$ cat src/rtl/ccu_pkg.sv
package ccu_pkg;
  localparam logic [5:0] IDX_ALG   = 6'd0;
  localparam logic [5:0] IDX_IEN   = 6'd1;
  localparam logic [5:0] IDX_ICLR  = 6'd2;
  localparam logic [5:0] IDX_ISTAT = 6'd3;
  localparam logic [5:0] IDX_KEY   = 6'd4;
  localparam logic [5:0] IDX_CTL   = 6'd5;
  localparam logic [5:0] IDX_LLO   = 6'd6;
  localparam logic [5:0] IDX_LHI   = 6'd7;
  localparam logic [5:0] IDX_IV0   = 6'd8;
  localparam logic [5:0] IDX_DMA0  = 6'd12;
  localparam int unsigned DMA_STRIDE = 4;

  localparam int unsigned ST_DONE   = 0;
  localparam int unsigned ST_KEYERR = 29;
  localparam int unsigned ST_BUSERR = 31;
  localparam logic [31:0] ST_MASK = (32'd1 << ST_DONE) | (32'd1 << ST_KEYERR) |
                                    (32'd1 << ST_BUSERR);
  localparam int unsigned CTX_BIT = 30;
endpackage

$ cat src/rtl/ccu_irq.sv
module ccu_irq
  import ccu_pkg::*;
(
  input  logic        clk_i,
  input  logic        rst_ni,
  input  logic [31:0] set_i,
  input  logic        clr_we_i,
  input  logic        en_we_i,
  input  logic [31:0] wdata_i,
  output logic [31:0] status_o,
  output logic [31:0] enable_o,
  output logic        irq_o
);
  logic [31:0] clr_mask;
  assign clr_mask = clr_we_i ? wdata_i : 32'd0;

  always_ff @(posedge clk_i or negedge rst_ni) begin
    if (!rst_ni) begin
      status_o <= '0;
      enable_o <= '0;
    end else begin
      status_o <= ((status_o & ~clr_mask) | set_i) & ST_MASK;  // set wins
      if (en_we_i) enable_o <= wdata_i & ST_MASK;
    end
  end

  assign irq_o = |(status_o & enable_o);

  a_r5_strobe_sets: assert property (@(posedge clk_i) disable iff (!rst_ni)
    (|(set_i & ST_MASK)) |=> ((status_o & $past(set_i & ST_MASK)) == $past(set_i & ST_MASK)));
  a_r5_sticky_hold: assert property (@(posedge clk_i) disable iff (!rst_ni)
    !clr_we_i |=> ((status_o & $past(status_o)) == $past(status_o)));
endmodule

$ cat src/rtl/ccu_keyload.sv
module ccu_keyload #(
  parameter int unsigned KA_W = 3
) (
  input  logic            clk_i,
  input  logic            rst_ni,
  input  logic            wr_i,
  input  logic [KA_W-1:0] area_i,
  input  logic            done_i,
  input  logic            err_i,
  output logic            busy_o,
  output logic [KA_W-1:0] area_o,
  output logic            req_o
);
  logic accept;
  assign accept = wr_i && !busy_o;

  always_ff @(posedge clk_i or negedge rst_ni) begin
    if (!rst_ni) begin
      busy_o <= 1'b0;
      area_o <= '0;
      req_o  <= 1'b0;
    end else begin
      req_o <= accept;
      if (accept) begin
        busy_o <= 1'b1;
        area_o <= area_i;
      end else if (done_i || err_i) begin
        busy_o <= 1'b0;
      end
    end
  end

  a_r4_busy_ignores: assert property (@(posedge clk_i) disable iff (!rst_ni)
    (busy_o && wr_i) |=> ($stable(area_o) && !req_o));
  a_r3_busy_clears: assert property (@(posedge clk_i) disable iff (!rst_ni)
    (busy_o && (done_i || err_i)) |=> !busy_o);
endmodule

$ cat src/rtl/ccu_ctx.sv
module ccu_ctx (
  input  logic         clk_i,
  input  logic         rst_ni,
  input  logic [3:0]   word_we_i,
  input  logic [31:0]  wdata_i,
  input  logic         save_i,
  input  logic [127:0] save_data_i,
  input  logic         rd_last_i,
  output logic [127:0] iv_o,
  output logic         rdy_o
);
  logic [3:0][31:0] iv_q;

  always_ff @(posedge clk_i or negedge rst_ni) begin
    if (!rst_ni) begin
      iv_q  <= '0;
      rdy_o <= 1'b0;
    end else if (save_i) begin
      iv_q  <= save_data_i;
      rdy_o <= 1'b1;
    end else begin
      for (int w = 0; w < 4; w++)
        if (word_we_i[w]) iv_q[w] <= wdata_i;
      if (rd_last_i) rdy_o <= 1'b0;
    end
  end

  assign iv_o = iv_q;

  a_r10_save_sets: assert property (@(posedge clk_i) disable iff (!rst_ni)
    save_i |=> rdy_o);
  a_r10_last_read_clears: assert property (@(posedge clk_i) disable iff (!rst_ni)
    (rdy_o && rd_last_i && !save_i) |=> !rdy_o);
endmodule

$ cat src/rtl/ccu_dma_ch.sv
module ccu_dma_ch #(
  parameter int unsigned AW = 32,
  parameter int unsigned LW = 16
) (
  input  logic          clk_i,
  input  logic          rst_ni,
  input  logic          ctl_we_i,
  input  logic          addr_we_i,
  input  logic          len_we_i,
  input  logic [31:0]   wdata_i,
  output logic          en_o,
  output logic [AW-1:0] addr_o,
  output logic [LW-1:0] len_o
);
  always_ff @(posedge clk_i or negedge rst_ni) begin
    if (!rst_ni) begin
      en_o   <= 1'b0;
      addr_o <= '0;
      len_o  <= '0;
    end else begin
      if (ctl_we_i)  en_o   <= wdata_i[0];
      if (addr_we_i) addr_o <= wdata_i[AW-1:0];
      if (len_we_i)  len_o  <= wdata_i[LW-1:0];  // no block alignment
    end
  end
endmodule

$ cat src/rtl/crypto_ctrl_unit.sv
module crypto_ctrl_unit
  import ccu_pkg::*;
#(
  parameter int unsigned KA_W   = 3,
  parameter int unsigned N_DMA  = 2,
  parameter int unsigned DMA_AW = 32,
  parameter int unsigned DMA_LW = 16
) (
  input  logic                    clk_i,
  input  logic                    rst_ni,
  input  logic                    req_i,
  input  logic                    we_i,
  input  logic [5:0]              addr_i,
  input  logic [31:0]             wdata_i,
  output logic [31:0]             rdata_o,
  output logic                    dma_path_o,
  output logic                    clk_en_o,
  output logic                    key_req_o,
  output logic [KA_W-1:0]         key_area_o,
  input  logic                    key_done_i,
  input  logic                    key_err_i,
  output logic [29:0]             aes_ctl_o,
  output logic [63:0]             msg_len_o,
  output logic                    start_o,
  input  logic                    done_i,
  input  logic                    dma_err_i,
  output logic [127:0]            iv_o,
  input  logic                    iv_save_i,
  input  logic [127:0]            iv_data_i,
  output logic [N_DMA-1:0]        dma_en_o,
  output logic [N_DMA*DMA_AW-1:0] dma_addr_o,
  output logic [N_DMA*DMA_LW-1:0] dma_len_o,
  output logic                    irq_o
);
  localparam int unsigned PADK = 31 - KA_W;

  logic wr, rd;
  assign wr = req_i && we_i;
  assign rd = req_i && !we_i;

  logic [1:0]  alg_q;
  logic [31:0] len_lo_q, len_hi_q;
  logic        start_d;

  always_ff @(posedge clk_i or negedge rst_ni) begin
    if (!rst_ni) begin
      alg_q     <= '0;
      aes_ctl_o <= '0;
      len_lo_q  <= '0;
      len_hi_q  <= '0;
      start_o   <= 1'b0;
    end else begin
      start_o <= start_d;
      if (wr && addr_i == IDX_ALG) alg_q     <= wdata_i[1:0];
      if (wr && addr_i == IDX_CTL) aes_ctl_o <= wdata_i[29:0];
      if (wr && addr_i == IDX_LLO) len_lo_q  <= wdata_i;
      if (wr && addr_i == IDX_LHI) len_hi_q  <= wdata_i;
    end
  end

  assign dma_path_o = (alg_q == 2'd2);
  assign clk_en_o   = |alg_q;
  assign msg_len_o  = {len_hi_q, len_lo_q};
  assign start_d    = dma_path_o && wr &&
                      ((addr_i == IDX_LHI) || (addr_i == IDX_DMA0 && wdata_i[0]));

  // status and interrupt
  logic [31:0] status, enable, set_vec;
  always_comb begin
    set_vec = '0;
    set_vec[ST_DONE]   = done_i;
    set_vec[ST_KEYERR] = key_err_i;
    set_vec[ST_BUSERR] = dma_err_i;
  end

  ccu_irq u_irq (
    .clk_i, .rst_ni,
    .set_i    (set_vec),
    .clr_we_i (wr && addr_i == IDX_ICLR),
    .en_we_i  (wr && addr_i == IDX_IEN),
    .wdata_i,
    .status_o (status),
    .enable_o (enable),
    .irq_o
  );

  // key load
  logic key_busy;
  ccu_keyload #(.KA_W(KA_W)) u_key (
    .clk_i, .rst_ni,
    .wr_i   (wr && addr_i == IDX_KEY),
    .area_i (wdata_i[KA_W-1:0]),
    .done_i (key_done_i),
    .err_i  (key_err_i),
    .busy_o (key_busy),
    .area_o (key_area_o),
    .req_o  (key_req_o)
  );

  // IV and saved context
  logic [3:0] iv_we;
  logic       ctx_rdy;
  always_comb
    for (int w = 0; w < 4; w++) iv_we[w] = wr && (addr_i == IDX_IV0 + 6'(w));

  ccu_ctx u_ctx (
    .clk_i, .rst_ni,
    .word_we_i   (iv_we),
    .wdata_i,
    .save_i      (iv_save_i),
    .save_data_i (iv_data_i),
    .rd_last_i   (rd && addr_i == IDX_IV0 + 6'd3),
    .iv_o,
    .rdy_o       (ctx_rdy)
  );

  // DMA channels
  logic [DMA_AW-1:0] ch_addr [N_DMA];
  logic [DMA_LW-1:0] ch_len  [N_DMA];

  for (genvar c = 0; c < N_DMA; c++) begin : g_ch
    localparam logic [5:0] BASE = 6'(IDX_DMA0 + DMA_STRIDE * c);
    ccu_dma_ch #(.AW(DMA_AW), .LW(DMA_LW)) u_ch (
      .clk_i, .rst_ni,
      .ctl_we_i  (wr && addr_i == BASE),
      .addr_we_i (wr && addr_i == BASE + 6'd1),
      .len_we_i  (wr && addr_i == BASE + 6'd2),
      .wdata_i,
      .en_o      (dma_en_o[c]),
      .addr_o    (ch_addr[c]),
      .len_o     (ch_len[c])
    );
    assign dma_addr_o[c*DMA_AW +: DMA_AW] = ch_addr[c];
    assign dma_len_o[c*DMA_LW +: DMA_LW]  = ch_len[c];
  end

  // read mux
  always_comb begin
    rdata_o = '0;
    unique case (addr_i)
      IDX_ALG:   rdata_o = {30'd0, alg_q};
      IDX_IEN:   rdata_o = enable;
      IDX_ISTAT: rdata_o = status;
      IDX_KEY:   rdata_o = {key_busy, {PADK{1'b0}}, key_area_o};
      IDX_CTL:   rdata_o = {1'b0, ctx_rdy, aes_ctl_o};
      IDX_LLO:   rdata_o = len_lo_q;
      IDX_LHI:   rdata_o = len_hi_q;
      default: begin
        for (int w = 0; w < 4; w++)
          if (addr_i == IDX_IV0 + 6'(w)) rdata_o = iv_o[32*w +: 32];
        for (int c = 0; c < N_DMA; c++) begin
          if (addr_i == 6'(IDX_DMA0 + DMA_STRIDE * c))     rdata_o = {31'd0, dma_en_o[c]};
          if (addr_i == 6'(IDX_DMA0 + DMA_STRIDE * c + 1)) rdata_o = 32'(ch_addr[c]);
          if (addr_i == 6'(IDX_DMA0 + DMA_STRIDE * c + 2)) rdata_o = 32'(ch_len[c]);
        end
      end
    endcase
  end

  a_r7_start_needs_path: assert property (@(posedge clk_i) disable iff (!rst_ni)
    start_o |-> dma_path_o);
  a_r7_start_single: assert property (@(posedge clk_i) disable iff (!rst_ni)
    (start_o && !start_d) |=> !start_o);
endmodule

$ cat config.mk
export PLATFORM = sky130hd
export DESIGN_NAME = crypto_ctrl_unit
export DESIGN_NICKNAME = d
export VERILOG_FILES = /design/src/rtl/ccu_pkg.sv /design/src/rtl/ccu_irq.sv /design/src/rtl/ccu_keyload.sv /design/src/rtl/ccu_ctx.sv /design/src/rtl/ccu_dma_ch.sv /design/src/rtl/crypto_ctrl_unit.sv
export SDC_FILE = /design/constraint.sdc
export NUM_CORES = 1
export LEC_CHECK = 0
export BUFFER_PORTS_ARGS = -buffer_cell sky130_fd_sc_hd__buf_2
export CAP_MARGIN = 20
export CORE_AREA = 4 4 207 209
export CTS_CLUSTER_DIAMETER = 100
export CTS_CLUSTER_SIZE = 16
export DETAILED_ROUTE_END_ITERATION = 8
export DIE_AREA = 0 0 211 213
export GPL_TIMING_DRIVEN = 0
export PLACE_DENSITY = 0.64
export SETUP_SLACK_MARGIN = 0.1
export SYNTH_ARGS = -nofsm -noshare
export SYNTH_HDL_FRONTEND = slang
export SYNTH_SLANG_ARGS = --single-unit
$ cat constraint.sdc
create_clock -name clk_i -period 5.4 [get_ports clk_i]
set_input_delay 0.81 -clock clk_i [delete_from_list [all_inputs] [get_ports clk_i]]
set_output_delay 0.81 -clock clk_i [all_outputs]
set_load 0.01 [all_outputs]
==> reports/results.tsv <==
metric	value	unit
setup_viol	0	
synth.most_common_cell	dfrtp_1	
tightest_slew	1260	ps
slew_headroom	0.162	
status	complete, no violations	
avgSynthCellArea	12.0	um^2
htreeDepth	1	
postCtsResizedCells	0	
synth_ff_type	dfrtp_1	
grt_pass1_wl	104	mm
overflow	0	
hold_class	input port to async pin	
slowest_stage	nor4b_2	
cp_slowest_stage_delay	760	ps
post_cts_buffers	0	
netlist_area	16300	um^2
layout_min_cycle_time	5010	ps
report.power.total	0.00566	W
clock_path_buffers	3	
multi_input_area	7270	um^2
rows	74	
start_util	0.400	
crit_chain	buf_2 -> buf_2 -> nor4b_2 -> clkbuf_1 -> clkbuf_1 -> nand2_1 -> a41oi_1 -> buf_2	
ys.warnings.count	0	
wirelength	72.9	mm
portBuffers	516	
synth.area.top_cells	dfrtp_1 51%, mux2_2 14%, mux2i_1 7.9%	
dieWidth	211	um
synth_fp_nets	1533	
critPathKind	input port to output port	
synth_common_cells	335 x dfrtp_1, 196 x mux2_2, 165 x nand2_1, 129 x mux2i_1, 94 x o21ai_1	
worstPathMaxFanout	10	
fillers	3777	
final-hold-violation-count	0	
hold_buffers	0	
p_leak	10.2	nW
fin_skew	4.95	ps
io_pins	535	
ant_nets	0	
path_buf_inv	5	
max_clock_freq	0.200	GHz
ys_seq_area_frac	0.514	
startpoint_type	input port	
finalCritPeriodShare	0.927	
critPathArrivalTime	4200	ps
seq_area	8380	um^2
end_kind	output port	
setup_slack	395	ps
firstDrtPassIters	6	
final-max-slew-violation-count	0	
dr.first_iter.drc_count	1535	
cap_viol_max_count	0	
synth_edf_count	0	
crit_family	buffers and inverters	
vias	14300	
drc	0	
drive_above_1_share	0.439	
first_global_vias	14900	
tritoncts	yes	
synth_cell_types	64	
grt_max_degree	119	
path_clk_slew	70	ps
dp_hpwl	54.7	mm
via_per_inst	5.88	
core_region_area	40800	um^2
die_area	44900	um^2
cpMostUsedCell	buf_2	
yosys.area.top_type	dfrtp_1	
die_h	213	um
cts.sinks	335	
ir_drop	0.197	mV
rsz0062_at_grt	false	
cp.required	4590	ps
root_buffer	clkbuf_16	
grtUsageTotal	0.313	
grt_antenna_before_repair	10	
synth.top_cell.area_share	0.514	
powerDensity	279	nW/um^2
routabilityCongestion	0.951	
wl_per_cell	29.9	um
dpl_worst_slack	503	ps
syn_inst	1358	
syn_to_final_growth	24.3	%
cts_buffers	24	
async_reset_ff_frac	1.00	
final_nets	2078	
clock_latency	570	ps
ys_ff_latch	335	
[worst reg2reg max path, delay by kind of cell, from the launching register on]
kind | cells | cell delay [ps]
flip-flops | 1 | 410
AND/OR/NAND/NOR | 1 | 410
multiplexers | 1 | 400
[registers in the layout, indices dropped and copies added (netlist names)]
signal            flops
u_ctx.iv_o          128
g_ch.u_ch.addr_o     64
g_ch.u_ch.len_o      32
len_hi_q             32
len_lo_q             32
aes_ctl_o            30
u_irq.enable_o        3
u_irq.status_o        3
u_key.area_o          3
alg_q                 2
g_ch.u_ch.en_o        2
start_o               1
u_ctx.rdy_o           1
u_key.busy_o          1
u_key.req_o           1
[final timing paths]
check | from | slack, ps | depth (start not counted) | endpoint
max | addr_i[2] | 390 | 8 | rdata_o[12]
min | rst_ni | 140 | 1 | g_ch[1].u_ch.len_o[8]
max reg2reg | u_key.busy_o | 4070 | 2 | u_key.area_o[2]
min reg2reg | len_hi_q[1] | 520 | 1 | len_hi_q[1]
max in group asynchronous | rst_ni | 3830 | 3 | len_hi_q[24]
min in group clk_i | done_i | 440 | 2 | u_irq.status_o[0]
[per-stage QoR]
stage | std cells | util | cell area [um^2] | setup TNS, ps | hold slack (ps)
CTS | 2435 | 0.497 | 20300 | 0 | 136
global route | 2437 | 0.497 | 20300 | 0 | 172
global placement | 2406 | 0.479 | 19600 | -1026980 | 495
finish | 2440 | 0.497 | 20300 | 0 | 144
detailed placement | 2409 | 0.482 | 19700 | 0 | 503
floorplan | 1358 | - | 16300 | 0 | 449
[power breakdown]
part           switching [W]  internal, W  leakage, nW
Combinational       0.000608     0.000434         5.55
Clock               0.000914     0.000794        0.304
Sequential          0.000191      0.00272         4.36
Total                0.00171      0.00394         10.2
[layout by cell type (no fill, tap or decap), types with 4 or more instances in the layout]
master / n
mux4_2: 32
o31ai_1: 11
diode_2: 5
and2_1: 5
buf_2: 546
a22oi_1: 9
nand3b_1: 19
buf_1: 5
nor2_1: 21
mux2_2: 196
o21ai_0: 35
clkbuf_1: 85
and2_0: 8
and3_1: 9
nor3_1: 6
buf_6: 9
a21oi_1: 12
mux2_1: 7
mux2i_1: 129
buf_4: 9
nand3_1: 13
o21ai_1: 94
nand2_1: 165
a2111oi_0: 9
dfrtp_1: 335
a222oi_1: 41
clkbuf_16: 24
a21o_1: 5
nor3_4: 4
[layout make-up]
cell class,instances,area share
Sequential cell,335,0.413
Inverter,3,0.000555
Clock buffer,25,0.0298
Tap cell,532,0.0328
Timing Repair Buffer,519,0.132
Clock inverter,1,0.000801
Multi-Input combinational cell,881,0.358
Buffer,139,0.0327
Antenna cell,5,0.000616
[logic make-up (layout without fill, tap and decap cells)]
kind of cell,count (synthesis),count (layout),share of synthesized area
mux,364,364,0.263
compound gates,241,241,0.0976
xor+xnor,1,1,0.000537
buf+inv,142,687,0.0413
flops,335,335,0.514
simple gates,275,275,0.0837
other cells,0,5,0
[routing by layer]
metal  vias up  GRT usage  part of all wire
li1       6059          -                 -
met1      7353      0.420              0.40
met2       773      0.507              0.47
met3       151     0.0770             0.093
met4        12     0.0984             0.035
met5         -          0           0.00091
Note: power is estimated with default switching activity, not from simulation.
